--- src/rtl/kara_pkg.sv ---
`timescale 1ns/1ps
package kara_pkg;
  // half width for an even operand width
  function automatic int half_w(input int w);
    return w / 2;
  endfunction

  // width of a half sum, one carry bit above a half
  function automatic int hsum_w(input int w);
    return w / 2 + 1;
  endfunction
endpackage

--- src/rtl/kara_split.sv ---
`timescale 1ns/1ps
module kara_split #(
  parameter int W = 8
) (
  input  logic [W-1:0]              op,
  output logic [kara_pkg::half_w(W)-1:0] lo,
  output logic [kara_pkg::half_w(W)-1:0] hi,
  output logic [kara_pkg::half_w(W):0]   hsum
);
  localparam int H = kara_pkg::half_w(W);

  assign lo   = op[H-1:0];
  assign hi   = op[W-1:H];
  assign hsum = {1'b0, lo} + {1'b0, hi};

  // the carry of a half sum can only come from two nonzero halves
  always_comb begin
    if (hsum[H]) begin
      a_r2_carry_needs_both: assert (lo != '0 && hi != '0)
        else $error("R2 half-sum carry with a zero half");
    end
  end
endmodule

--- src/rtl/kara_halfmul.sv ---
`timescale 1ns/1ps
module kara_halfmul #(
  parameter int N = 4
) (
  input  logic [N-1:0]   x,
  input  logic [N-1:0]   y,
  output logic [2*N-1:0] p
);
  function automatic logic [2*N-1:0] shift_add(input logic [N-1:0] m,
                                               input logic [N-1:0] q);
    logic [2*N-1:0] acc;
    acc = '0;
    for (int i = 0; i < N; i++) begin
      if (q[i]) acc = acc + ({{N{1'b0}}, m} << i);
    end
    return acc;
  endfunction

  assign p = shift_add(x, y);

  // a zero factor gives a zero partial product
  always_comb begin
    if (x == '0 || y == '0) begin
      a_r7_part_zero: assert (p == '0)
        else $error("R7 partial product nonzero for zero factor");
    end
  end
endmodule

--- src/rtl/kara_combine.sv ---
`timescale 1ns/1ps
module kara_combine #(
  parameter int W = 8
) (
  input  logic [W-1:0]   z_lo,
  input  logic [W-1:0]   z_hi,
  input  logic [W+1:0]   z_x,
  output logic [2*W-1:0] d
);
  localparam int H = kara_pkg::half_w(W);

  logic [W+1:0]   mid;
  logic [W+1:0]   outer_sum;
  logic [2*W-1:0] mid_ext;

  assign outer_sum = {2'b00, z_lo} + {2'b00, z_hi};
  assign mid       = z_x - outer_sum;
  assign mid_ext   = {{(W-2){1'b0}}, mid};
  // z_lo < 2^W, so concatenation equals z_hi*2^W + z_lo
  assign d         = {z_hi, z_lo} + (mid_ext << H);

  // middle term never negative, and fits below bit W+1
  always_comb begin
    a_r3_mid_nonneg: assert (z_x >= outer_sum)
      else $error("R3 cross product below outer sum");
    a_r3_mid_bound: assert (mid[W+1] == 1'b0)
      else $error("R3 middle term out of range");
  end
endmodule

--- src/rtl/kara_mul.sv ---
`timescale 1ns/1ps
module kara_mul #(
  parameter int W = 8
) (
  input  logic [W-1:0]   a,
  input  logic [W-1:0]   b,
  output logic [2*W-1:0] d
);
  localparam int H = kara_pkg::half_w(W);

  logic [1:0][W-1:0] ops;
  logic [1:0][H-1:0] lo_q;
  logic [1:0][H-1:0] hi_q;
  logic [1:0][H:0]   hs_q;
  logic [W-1:0]      z_lo;
  logic [W-1:0]      z_hi;
  logic [W+1:0]      z_x;

  assign ops[0] = a;
  assign ops[1] = b;

  for (genvar g = 0; g < 2; g++) begin : g_split
    kara_split #(.W(W)) split_i (
      .op  (ops[g]),
      .lo  (lo_q[g]),
      .hi  (hi_q[g]),
      .hsum(hs_q[g])
    );
  end

  kara_halfmul #(.N(H)) mul_lo_i (.x(lo_q[0]), .y(lo_q[1]), .p(z_lo));
  kara_halfmul #(.N(H)) mul_hi_i (.x(hi_q[0]), .y(hi_q[1]), .p(z_hi));
  kara_halfmul #(.N(H+1)) mul_x_i (.x(hs_q[0]), .y(hs_q[1]), .p(z_x));

  kara_combine #(.W(W)) comb_i (
    .z_lo(z_lo),
    .z_hi(z_hi),
    .z_x (z_x),
    .d   (d)
  );

  // at the ports
  always_comb begin
    a_r1_exact: assert (d == ({{W{1'b0}}, a} * {{W{1'b0}}, b}))
      else $error("R1 product mismatch");
    if (a == '0 || b == '0) begin
      a_r7_zero_in: assert (d == '0)
        else $error("R7 zero operand gave nonzero product");
    end
    if (a == '1 && b == '1) begin
      a_r6_no_overflow: assert (d[2*W-1] == 1'b1 && d[0] == 1'b1)
        else $error("R6 top corner product truncated");
    end
  end
endmodule

--- config.mk ---
export PLATFORM = sky130hd
export DESIGN_NAME = kara_mul
export DESIGN_NICKNAME = d
export VERILOG_FILES = /design/src/rtl/kara_pkg.sv /design/src/rtl/kara_split.sv /design/src/rtl/kara_halfmul.sv /design/src/rtl/kara_combine.sv /design/src/rtl/kara_mul.sv
export SDC_FILE = /design/constraint.sdc
export NUM_CORES = 1
export LEC_CHECK = 0
export BUFFER_PORTS_ARGS = -buffer_cell sky130_fd_sc_hd__buf_2
export CAP_MARGIN = 0
export CORE_MARGIN = 4
export CORE_UTILIZATION = 64
export DETAILED_ROUTE_END_ITERATION = 8
export GPL_TIMING_DRIVEN = 0
export PLACE_DENSITY = 0.85
export SETUP_SLACK_MARGIN = 0.2
export SLEW_MARGIN = 15
export SYNTH_ARGS = -nofsm -noshare
export SYNTH_HDL_FRONTEND = slang
export SYNTH_HIERARCHICAL = 1
export SYNTH_SLANG_ARGS = --single-unit
--- constraint.sdc ---
create_clock -name vclk -period 15.8
set_input_delay 3.16 -clock vclk [all_inputs]
set_output_delay 3.16 -clock vclk [all_outputs]
set_load 0.02 [all_outputs]
==> results.md, run 1 <==
* RePlAce Congestion at 0.8807
* DR DRC count at 0
* Final period util at 93.29%
* Area overhead of the layout relative to synthesis at 6.819%
* Multi-input combinational cell area at 0.003308 mm²
* Initial standard-cell utilization of the core at 66.24%
* Post-synthesis share of cell area spent on full adders, half adders and majority gates at 35.66%
* Number of global-route vias before repair at 3256
* Worst path max stage delay at 700 ps
* Status: completed
* Portion of the post-synthesis area used by sequential elements at 0%
* Buffers inserted by post-CTS timing repair at 0
* Die ar. at 0.007010 mm²
* Non-filler instance count after layout at 556
* IO buf count at 32
* Violation count after the first detailed-routing iteration at 126
* Nets at 593
* Fraction of final layout cells sized beyond drive strength 1 at 19.01%
* Fill count at 452
* Die outline width at 83.73 µm
* Crit Path Max Fanout at 11
* Worst hold-check path type: in -> out
* Area share of the leading cell type in the synthesized netlist at 24.21%
* Pin count of the biggest net entering global routing at 14
* Resized cells post-CTS at 0
* Die Ht at 83.73 µm
* Number of top-level design ports at 32
* Most instantiated library cell after synthesis: sky130_fd_sc_hd__ha_1
* Final design area excluding fillers at 0.003920 mm²
* Final setup violation count at 0
* Leading cell types by total area after synthesis: sky130_fd_sc_hd__ha_1, sky130_fd_sc_hd__fa_1, sky130_fd_sc_hd__xnor2_1
* Area leader, netlist: sky130_fd_sc_hd__ha_1
* Grt total ovfl at 0
* Post-detailed-route via-to-cell ratio at 5.948
* Cts-stage hold buffer count at 0
* Setup TNS at 0 ps
* Post-Synth XOR/XNOR Area at 10.74%
* Cell Rows at 27
* Distinct cells, synth at 61
* Synth Area in Compound Gates at 23.97%
* Number of cells produced by synthesis at 452
* Unrepaired setup endpoints after global routing: false
* Antenna diode count at 0
* Synth Area per Inst at 8.119 µm²
* Dominant combinational cell family by area after synthesis: adder cells
* Total Wirelength at 8.371 mm
* Type of element launching the critical path: input port
* HPWL Detailed at 7.335 mm
* Final Max Slew Viols at 0
* Summed instance area of the synthesized netlist at 0.003670 mm²
* Worst rel slew slack at 29.34%
* Path type of the worst setup path: in -> out
* Share of cell area taken by muxes after synthesis at 6.103%
* Top cell types by occurrence after synthesis: sky130_fd_sc_hd__ha_1, sky130_fd_sc_hd__inv_1, sky130_fd_sc_hd__nand2_1
* Max Cap Viol at 0
* Sequential cell area at 0 µm²
* Number of antenna-violating nets in the routed design at 0
* Placed Instances at 556
* Net Count, Synth at 559
* Data required time at the worst endpoint at 12640 ps
* Endpoint kind of the worst setup timing path: primary output
* Placeable core area at 0.005540 mm²
* Slew at the pin with the worst max-slew slack at 1052 ps
* Simple-gate area share of the yosys netlist at 13.67%
* Worst Path Arrival at 11580 ps
* Number of sequential storage elements at 0
* Slowest cell on the critical path: sky130_fd_sc_hd__xnor2_1
* First-pass GRT wire length at 14.56 mm
* Highest clock frequency the design can meet at 0.06785 GHz
* Hold Violations, Final at 0
* All-Layer GR Usage at 23.87%
* Number of vias in the routed layout at 3307
* # clk buffers at 0
* First drt pass iteration count at 4
* Worst hold slack at 6984 ps
* Warnings from Yosys at 6
* Average wire length per cell after detail routing at 15.06 µm
* Area after detailed placement at 0.003920 mm²
* Period minus WS final at 14740 ps
* Antenna violations before repair at 0
-- worst max-delay path: cells and delay by family --
family | cells | cell delay (ps)
adders and majority gates | 10 | 3540
AOI/OAI and AO/OA | 12 | 2200
xor gates and xnor gates | 4 | 1270
and+or+nand+nor | 6 | 780
buffers and inverters | 3 | 350
muxes | 1 | 280
-- stage by stage --
step / util, % / worst slack, ps
final: 70.75 / 1061
after global routing: 70.75 / 492.6
after CTS: 70.75 / 1096
after detailed placement: 70.75 / 1126
after global placement: 70.75 / 1339
after floorplan: - / 2111
-- cells in the final DEF, fill, tap and decap left out, types with 17 or more instances in the layout --
master,Yosys,layout
sky130_fd_sc_hd__o21ai_0,17,17
sky130_fd_sc_hd__xnor2_1,27,27
sky130_fd_sc_hd__fa_1,20,20
sky130_fd_sc_hd__a21oi_1,32,32
sky130_fd_sc_hd__buf_2,1,33
sky130_fd_sc_hd__ha_1,71,71
sky130_fd_sc_hd__xor2_1,18,18
sky130_fd_sc_hd__a21o_1,18,18
sky130_fd_sc_hd__inv_1,50,50
sky130_fd_sc_hd__buf_4,20,20
sky130_fd_sc_hd__nand2_1,33,33
-- per-layer routing --
layer	wire [µm]	vias up	global-route usage (%)
li1	-	1631	-
met2	4240	79	43.60
met5	0	-	0
met1	3753	1583	31.19
met4	110	0	4.240
met3	267	14	1.185
-- path summary, 6_finish.rpt --
kind / end / depth (start not counted) / slack [ps] / start
worst max-delay path: d[15] / 36 / 1060 / a[0]
worst min-delay path: d[0] / 5 / 6980 / b[0]
-- area by class of cell --
cell class	count	area share, %
multi-input cells	376	84.39
inverters	50	4.788
plain buffers	26	4.437
repair buffers	32	4.086
well taps	72	2.298
-- cells by family (layout without fill, tap and decap cells) --
kind of cell             after synthesis  after routing
AO/OA/AOI/OAI                        120            120
buffers and inverters                 76            108
AND/OR/NAND/NOR                       98             98
adder cells (fa/ha/maj)               93             93
XOR/XNOR                              45             45
multiplexers                          20             20
Power of run 1 is left out: the tool's default activity adds up to more than one toggle a clock period on the data nets, which glitch-free logic cannot reach.
==> run 2, diff against run 1 <==
--- a/config.mk
+++ b/config.mk
@@ -5,13 +5,14 @@
 export SDC_FILE = /design/constraint.sdc
 export NUM_CORES = 1
 export LEC_CHECK = 0
+export ABC_AREA = 1
 export BUFFER_PORTS_ARGS = -buffer_cell sky130_fd_sc_hd__buf_2
-export CAP_MARGIN = 0
+export CAP_MARGIN = 20
 export CORE_MARGIN = 4
-export CORE_UTILIZATION = 64
+export CORE_UTILIZATION = 65
 export DETAILED_ROUTE_END_ITERATION = 8
 export GPL_TIMING_DRIVEN = 0
-export PLACE_DENSITY = 0.85
+export PLACE_DENSITY = 0.87
 export SETUP_SLACK_MARGIN = 0.2
 export SLEW_MARGIN = 15
 export SYNTH_ARGS = -nofsm -noshare
==> results.md, run 2 <==
* Slew at the pin with the worst max-slew slack at 793.7 ps (was 1052 ps)
* Distinct cells, synth at 34 (was 61)
* Warnings from Yosys at 6 (unchanged)
* Final setup violation count at 0 (unchanged)
* Buffers inserted by post-CTS timing repair at 0 (unchanged)
* End of the worst hold path: d[3] (was d[0])
* Status: completed (unchanged)
* Number of top-level design ports at 32 (unchanged)
* First-pass GRT wire length at 16.49 mm (was 14.56 mm)
* Commonest non-fill, non-tap cells in the layout: sky130_fd_sc_hd__nand2_1, sky130_fd_sc_hd__inv_1, sky130_fd_sc_hd__ha_1 (was sky130_fd_sc_hd__ha_1, sky130_fd_sc_hd__inv_1, sky130_fd_sc_hd__nand2_1, sky130_fd_sc_hd__buf_2, sky130_fd_sc_hd__a21oi_1)
* Hold Violations, Final at 0 (unchanged)
* Crit Path Max Fanout at 8 (was 11)
* Portion of the post-synthesis area used by sequential elements at 0% (unchanged)
* RePlAce Congestion at 0.9337 (was 0.8807)
* Top cell types by occurrence after synthesis: sky130_fd_sc_hd__nand2_1, sky130_fd_sc_hd__inv_1, sky130_fd_sc_hd__ha_1 (was sky130_fd_sc_hd__ha_1, sky130_fd_sc_hd__inv_1, sky130_fd_sc_hd__nand2_1)
* All-Layer GR Usage at 25.67% (was 23.87%)
* Setup TNS at 0 ps (unchanged)
* Worst path max stage delay at 650 ps (was 700 ps)
* Initial standard-cell utilization of the core at 67.54% (was 66.24%)
* IO buf count at 32 (unchanged)
* Final design area excluding fillers at 0.004305 mm² (was 0.003920 mm²)
* DR DRC count at 0 (unchanged)
* Pin count of the biggest net entering global routing at 11 (was 14)
* Period minus WS final at 14100 ps (was 14740 ps)
* Antenna diode count at 0 (unchanged)
* Final Max Slew Viols at 0 (unchanged)
* Number of cells produced by synthesis at 653 (was 452)
* Average wire length per cell after detail routing at 12.28 µm (was 15.06 µm)
* Summed instance area of the synthesized netlist at 0.004046 mm² (was 0.003670 mm²)
* Max Cap Viol at 0 (unchanged)
* # clk buffers at 0 (unchanged)
* Die Ht at 86.90 µm (was 83.73 µm)
* Worst rel slew slack at 46.71% (was 29.34%)
* Type of element launching the critical path: input port (unchanged)
* Multi-input combinational cell area at 0.003422 mm² (was 0.003308 mm²)
* Highest clock frequency the design can meet at 0.07094 GHz (was 0.06785 GHz)
* Die ar. at 0.007552 mm² (was 0.007010 mm²)
* Nets at 795 (was 593)
* Sequential cell area at 0 µm² (unchanged)
* Placeable core area at 0.005991 mm² (was 0.005540 mm²)
* Final period util at 89.22% (was 93.29%)
* Fill count at 514 (was 452)
* Grt total ovfl at 0 (unchanged)
* Worst hold path stage count at 6 (was 5)
* Area after detailed placement at 0.004300 mm² (was 0.003920 mm²)
* Area leader, netlist: sky130_fd_sc_hd__ha_1 (unchanged)
* Cts-stage hold buffer count at 0 (unchanged)
* Leading cell types by total area after synthesis: sky130_fd_sc_hd__ha_1, sky130_fd_sc_hd__nand2_1, sky130_fd_sc_hd__inv_1 (was sky130_fd_sc_hd__ha_1, sky130_fd_sc_hd__fa_1, sky130_fd_sc_hd__xnor2_1)
* Net Count, Synth at 760 (was 559)
* Path type of the worst setup path: in -> out (unchanged)
* Hold Crit Start: b[3] (was b[0])
* HPWL Detailed at 8.252 mm (was 7.335 mm)
* Most common cell after layout, fill and taps aside: sky130_fd_sc_hd__nand2_1 (was sky130_fd_sc_hd__ha_1)
* Antenna violations before repair at 0 (unchanged)
* Number of antenna-violating nets in the routed design at 0 (unchanged)
* Worst hold-check path type: in -> out (unchanged)
* Number of global-route vias before repair at 3999 (was 3256)
* Number of sequential storage elements at 0 (unchanged)
* Die outline width at 86.90 µm (was 83.73 µm)
* Endpoint kind of the worst setup timing path: primary output (unchanged)
* Violation count after the first detailed-routing iteration at 144 (was 126)
* Fraction of final layout cells sized beyond drive strength 1 at 16.03% (was 19.01%)
* Synth Area per Inst at 6.197 µm² (was 8.119 µm²)
* Slowest cell on the critical path: sky130_fd_sc_hd__xnor2_1 (unchanged)
* Worst Path Arrival at 10940 ps (was 11580 ps)
* Most instantiated library cell after synthesis: sky130_fd_sc_hd__nand2_1 (was sky130_fd_sc_hd__ha_1)
* Area share of the leading cell type in the synthesized netlist at 21.95% (was 24.21%)
* Post-detailed-route via-to-cell ratio at 5.438 (was 5.948)
* Area overhead of the layout relative to synthesis at 6.401% (was 6.819%)
* First drt pass iteration count at 4 (unchanged)
* Total Wirelength at 9.343 mm (was 8.371 mm)
* Resized cells post-CTS at 0 (unchanged)
* CP most frequent cell: sky130_fd_sc_hd__nand2_1
* Data required time at the worst endpoint at 12640 ps (about the same)
* Unrepaired setup endpoints after global routing: false (unchanged)
* Cell Rows at 28 (was 27)
* Number of vias in the routed layout at 4138 (was 3307)
## run 2: cell count changes in the layout (fill, tap and decap cells not counted), moves of 7 or more
cell	previous run	this run
sky130_fd_sc_hd__nor2_1	16	23
sky130_fd_sc_hd__xnor2_1	27	11
sky130_fd_sc_hd__nand2_2	0	24
sky130_fd_sc_hd__o21ai_0	17	9
sky130_fd_sc_hd__mux2_2	13	0
sky130_fd_sc_hd__nand2_1	33	184
sky130_fd_sc_hd__nor2b_1	11	0
sky130_fd_sc_hd__nand3_2	0	13
sky130_fd_sc_hd__inv_1	50	113
sky130_fd_sc_hd__a21o_1	18	4
sky130_fd_sc_hd__nand3_1	6	67
## run 2: worst max-delay path: cells and delay by family
kind                     cells  cell delay (ps)
AO/OA/AOI/OAI                6              980
AND/OR/NAND/NOR             17             1960
buffers and inverters        7              550
XOR/XNOR                     2              830
adder cells (fa/ha/maj)     11             3420
## run 2: kinds of logic (layout without fill, tap and decap cells)
group / after synthesis / in the layout / synth area share (%)
AOI/OAI and AO/OA: 61 / 61 / 8.843
xor gates and xnor gates: 25 / 25 / 5.411
adders and majority gates: 91 / 91 / 31.85
buffers and inverters: 142 / 175 / 15.43
and+or+nand+nor: 334 / 334 / 38.47
## run 2: how the worst max path moves through the flow
stage,startpoint,to,slack [ps]
5_1_grt,a[4],d[13],990
4_1_cts,a[4],d[15],1650
6_report,a[4],d[15],1700
2_1_floorplan,a[0],d[15],2710
3_5_place_dp,a[4],d[15],1670
3_3_place_gp,a[4],d[15],1960
## run 2: metal layers
| layer | global-route usage (%) | vias up | share of wire (%) |
|---|---|---|---|
| li1 | - | 2137 | - |
| met1 | 32.89 | 1888 | 46 |
| met2 | 48.31 | 101 | 48 |
| met3 | 0.9461 | 12 | 4.4 |
| met4 | 3.683 | 0 | 1.4 |
| met5 | 0 | - | 0 |
## run 2: cell type report
| type | instances | share of cell area, % |
|---|---|---|
| inverters | 120 | 10.58 |
| repair buffers | 33 | 3.836 |
| plain buffers | 22 | 3.923 |
| well taps | 75 | 2.180 |
| multi-input cells | 511 | 79.48 |
## run 2: stage by stage
step / util, % / setup WS (ps) / hold WS (ps) / cells
floorplan: - / 2707 / 6645 / 653
global placement: 71.78 / 1964 / 6897 / 760
detailed placement: 71.78 / 1673 / 6912 / 760
CTS: 71.78 / 1651 / 6915 / 760
global route: 71.87 / 992.4 / 6974 / 761
finish: 71.87 / 1703 / 6916 / 761
Power of run 2 is left out for the same reason.
==> run 3, diff against run 2 <==
--- a/config.mk
+++ b/config.mk
@@ -6,13 +6,13 @@
 export NUM_CORES = 1
 export LEC_CHECK = 0
 export ABC_AREA = 1
-export BUFFER_PORTS_ARGS = -buffer_cell sky130_fd_sc_hd__buf_2
 export CAP_MARGIN = 20
 export CORE_MARGIN = 4
 export CORE_UTILIZATION = 65
 export DETAILED_ROUTE_END_ITERATION = 8
+export DONT_BUFFER_PORTS = 1
 export GPL_TIMING_DRIVEN = 0
-export PLACE_DENSITY = 0.87
+export PLACE_DENSITY = 0.83
 export SETUP_SLACK_MARGIN = 0.2
 export SLEW_MARGIN = 15
 export SYNTH_ARGS = -nofsm -noshare
==> results.md, run 3 (synthesized netlist as in run 2, its figures left out) <==
* Area overhead of the layout relative to synthesis at 2.443% (was 6.401%)
* Max Cap Viol at 0 (unchanged)
* # clk buffers at 0 (unchanged)
* DR DRC count at 0 (unchanged)
* Hold Violations, Final at 0 (unchanged)
* Final Max Slew Viols at 0 (unchanged)
* Crit Path Max Fanout at 8 (unchanged)
* Highest clock frequency the design can meet at 0.07082 GHz (was 0.07094 GHz)
* CP Launch Point: a[0] (was a[4])
* Slew at the pin with the worst max-slew slack at 900.0 ps (was 793.7 ps)
* Violation count after the first detailed-routing iteration at 167 (was 144)
* Worst setup slack after layout at 1680 ps (was 1703 ps)
* RePlAce Congestion at 0.9220 (was 0.9337)
* Dpl ws at 1839 ps (was 1673 ps)
* Endpoint kind of the worst setup timing path: primary output (unchanged)
* Grt total ovfl at 0 (unchanged)
* All-Layer GR Usage at 26.95% (was 25.67%)
* Period minus WS final at 14120 ps (was 14100 ps)
* Final period util at 89.37% (was 89.22%)
* HPWL Detailed at 8.542 mm (was 8.252 mm)
* Cell Rows at 28 (unchanged)
* Status: completed (unchanged)
* Worst path max stage delay at 730 ps (was 650 ps)
* Die ar. at 0.007552 mm² (unchanged)
* Sequential cell area at 0 µm² (unchanged)
* Total Wirelength at 9.709 mm (was 9.343 mm)
* Nets at 763 (was 795)
* CP most frequent cell: sky130_fd_sc_hd__nand2_1 (unchanged)
* Hold Crit Start: b[3] (unchanged)
* Slowest cell on the critical path: sky130_fd_sc_hd__xnor2_1 (unchanged)
* Placeable core area at 0.005991 mm² (unchanged)
* Number of vias in the routed layout at 3999 (was 4138)
* Resized cells post-CTS at 0 (unchanged)
* First drt pass iteration count at 5 (was 4)
* Number of top-level design ports at 32 (unchanged)
* Type of element launching the critical path: input port (unchanged)
* First-pass GRT wire length at 17.02 mm (was 16.49 mm)
* Die outline width at 86.90 µm (unchanged)
* Pin count of the biggest net entering global routing at 11 (unchanged)
* Antenna violations before repair at 0 (unchanged)
* Unrepaired setup endpoints after global routing: false (unchanged)
* Post-detailed-route via-to-cell ratio at 5.486 (was 5.438)
* Worst Path Arrival at 10960 ps (was 10940 ps)
* Number of global-route vias before repair at 3911 (was 3999)
* Worst hold-check path type: in -> out (unchanged)
* Cts-stage hold buffer count at 0 (unchanged)
* Fraction of final layout cells sized beyond drive strength 1 at 11.93% (was 16.03%)
* Worst rel slew slack at 39.57% (was 46.71%)
* Number of antenna-violating nets in the routed design at 0 (unchanged)
* Setup TNS at 0 ps (unchanged)
* IO buf count at 0 (was 32)
* Data required time at the worst endpoint at 12640 ps (about the same)
* Die Ht at 86.90 µm (unchanged)
* Commonest non-fill, non-tap cells in the layout: sky130_fd_sc_hd__nand2_1, sky130_fd_sc_hd__inv_1, sky130_fd_sc_hd__ha_1 (unchanged)
* Path type of the worst setup path: in -> out (unchanged)
* Antenna diode count at 0 (unchanged)
* Number of sequential storage elements at 0 (unchanged)
* Buffers inserted by post-CTS timing repair at 0 (unchanged)
* Average wire length per cell after detail routing at 13.32 µm (was 12.28 µm)
* Initial standard-cell utilization of the core at 67.54% (unchanged)
* Most common cell after layout, fill and taps aside: sky130_fd_sc_hd__nand2_1 (unchanged)
* Final setup violation count at 0 (unchanged)
## run 3: per-stage QoR
stage          cell area (µm²)  util [%]  instances  hold WS (ps)
3_3_place_gp              4140     69.11        728          6695
3_5_place_dp              4140     69.11        728          6700
2_1_floorplan             4046         -        653          6645
4_1_cts                   4140     69.11        728          6701
6_report                  4145     69.19        729          6702
5_1_grt                   4145     69.19        729          6735
## run 3: area by class of cell
class / count / area (µm²)
well taps: 75 / 93.84
repair buffers: 1 / 5.005
fillers: 575 / 1846
multi-input cells: 511 / 3422
plain buffers: 22 / 168.9
inverters: 120 / 455.4
## run 3: critical path: cells and delay by family
kind | cells | cell delay (ps)
AOI/OAI and AO/OA | 3 | 440
xor gates and xnor gates | 3 | 1100
adders and majority gates | 11 | 3810
buffers and inverters | 4 | 230
and+or+nand+nor | 16 | 2240
## run 3: worst paths after layout
path | end | slack [ps] | depth (start not counted)
hold / removal | d[3] | 6700 | 4
setup / recovery | d[15] | 1680 | 37
## run 3: routing by layer
layer | part of all wire, % | vias to the layer above | track usage [%] | wire (µm)
li1 | - | 2066 | - | -
met1 | 45 | 1824 | 34.51 | 4416
met2 | 49 | 100 | 50.38 | 4725
met3 | 5.2 | 9 | 2.271 | 505
met4 | 0.64 | 0 | 2.691 | 62
met5 | 0 | - | 0 | 0
Power of run 3 is left out for the same reason.
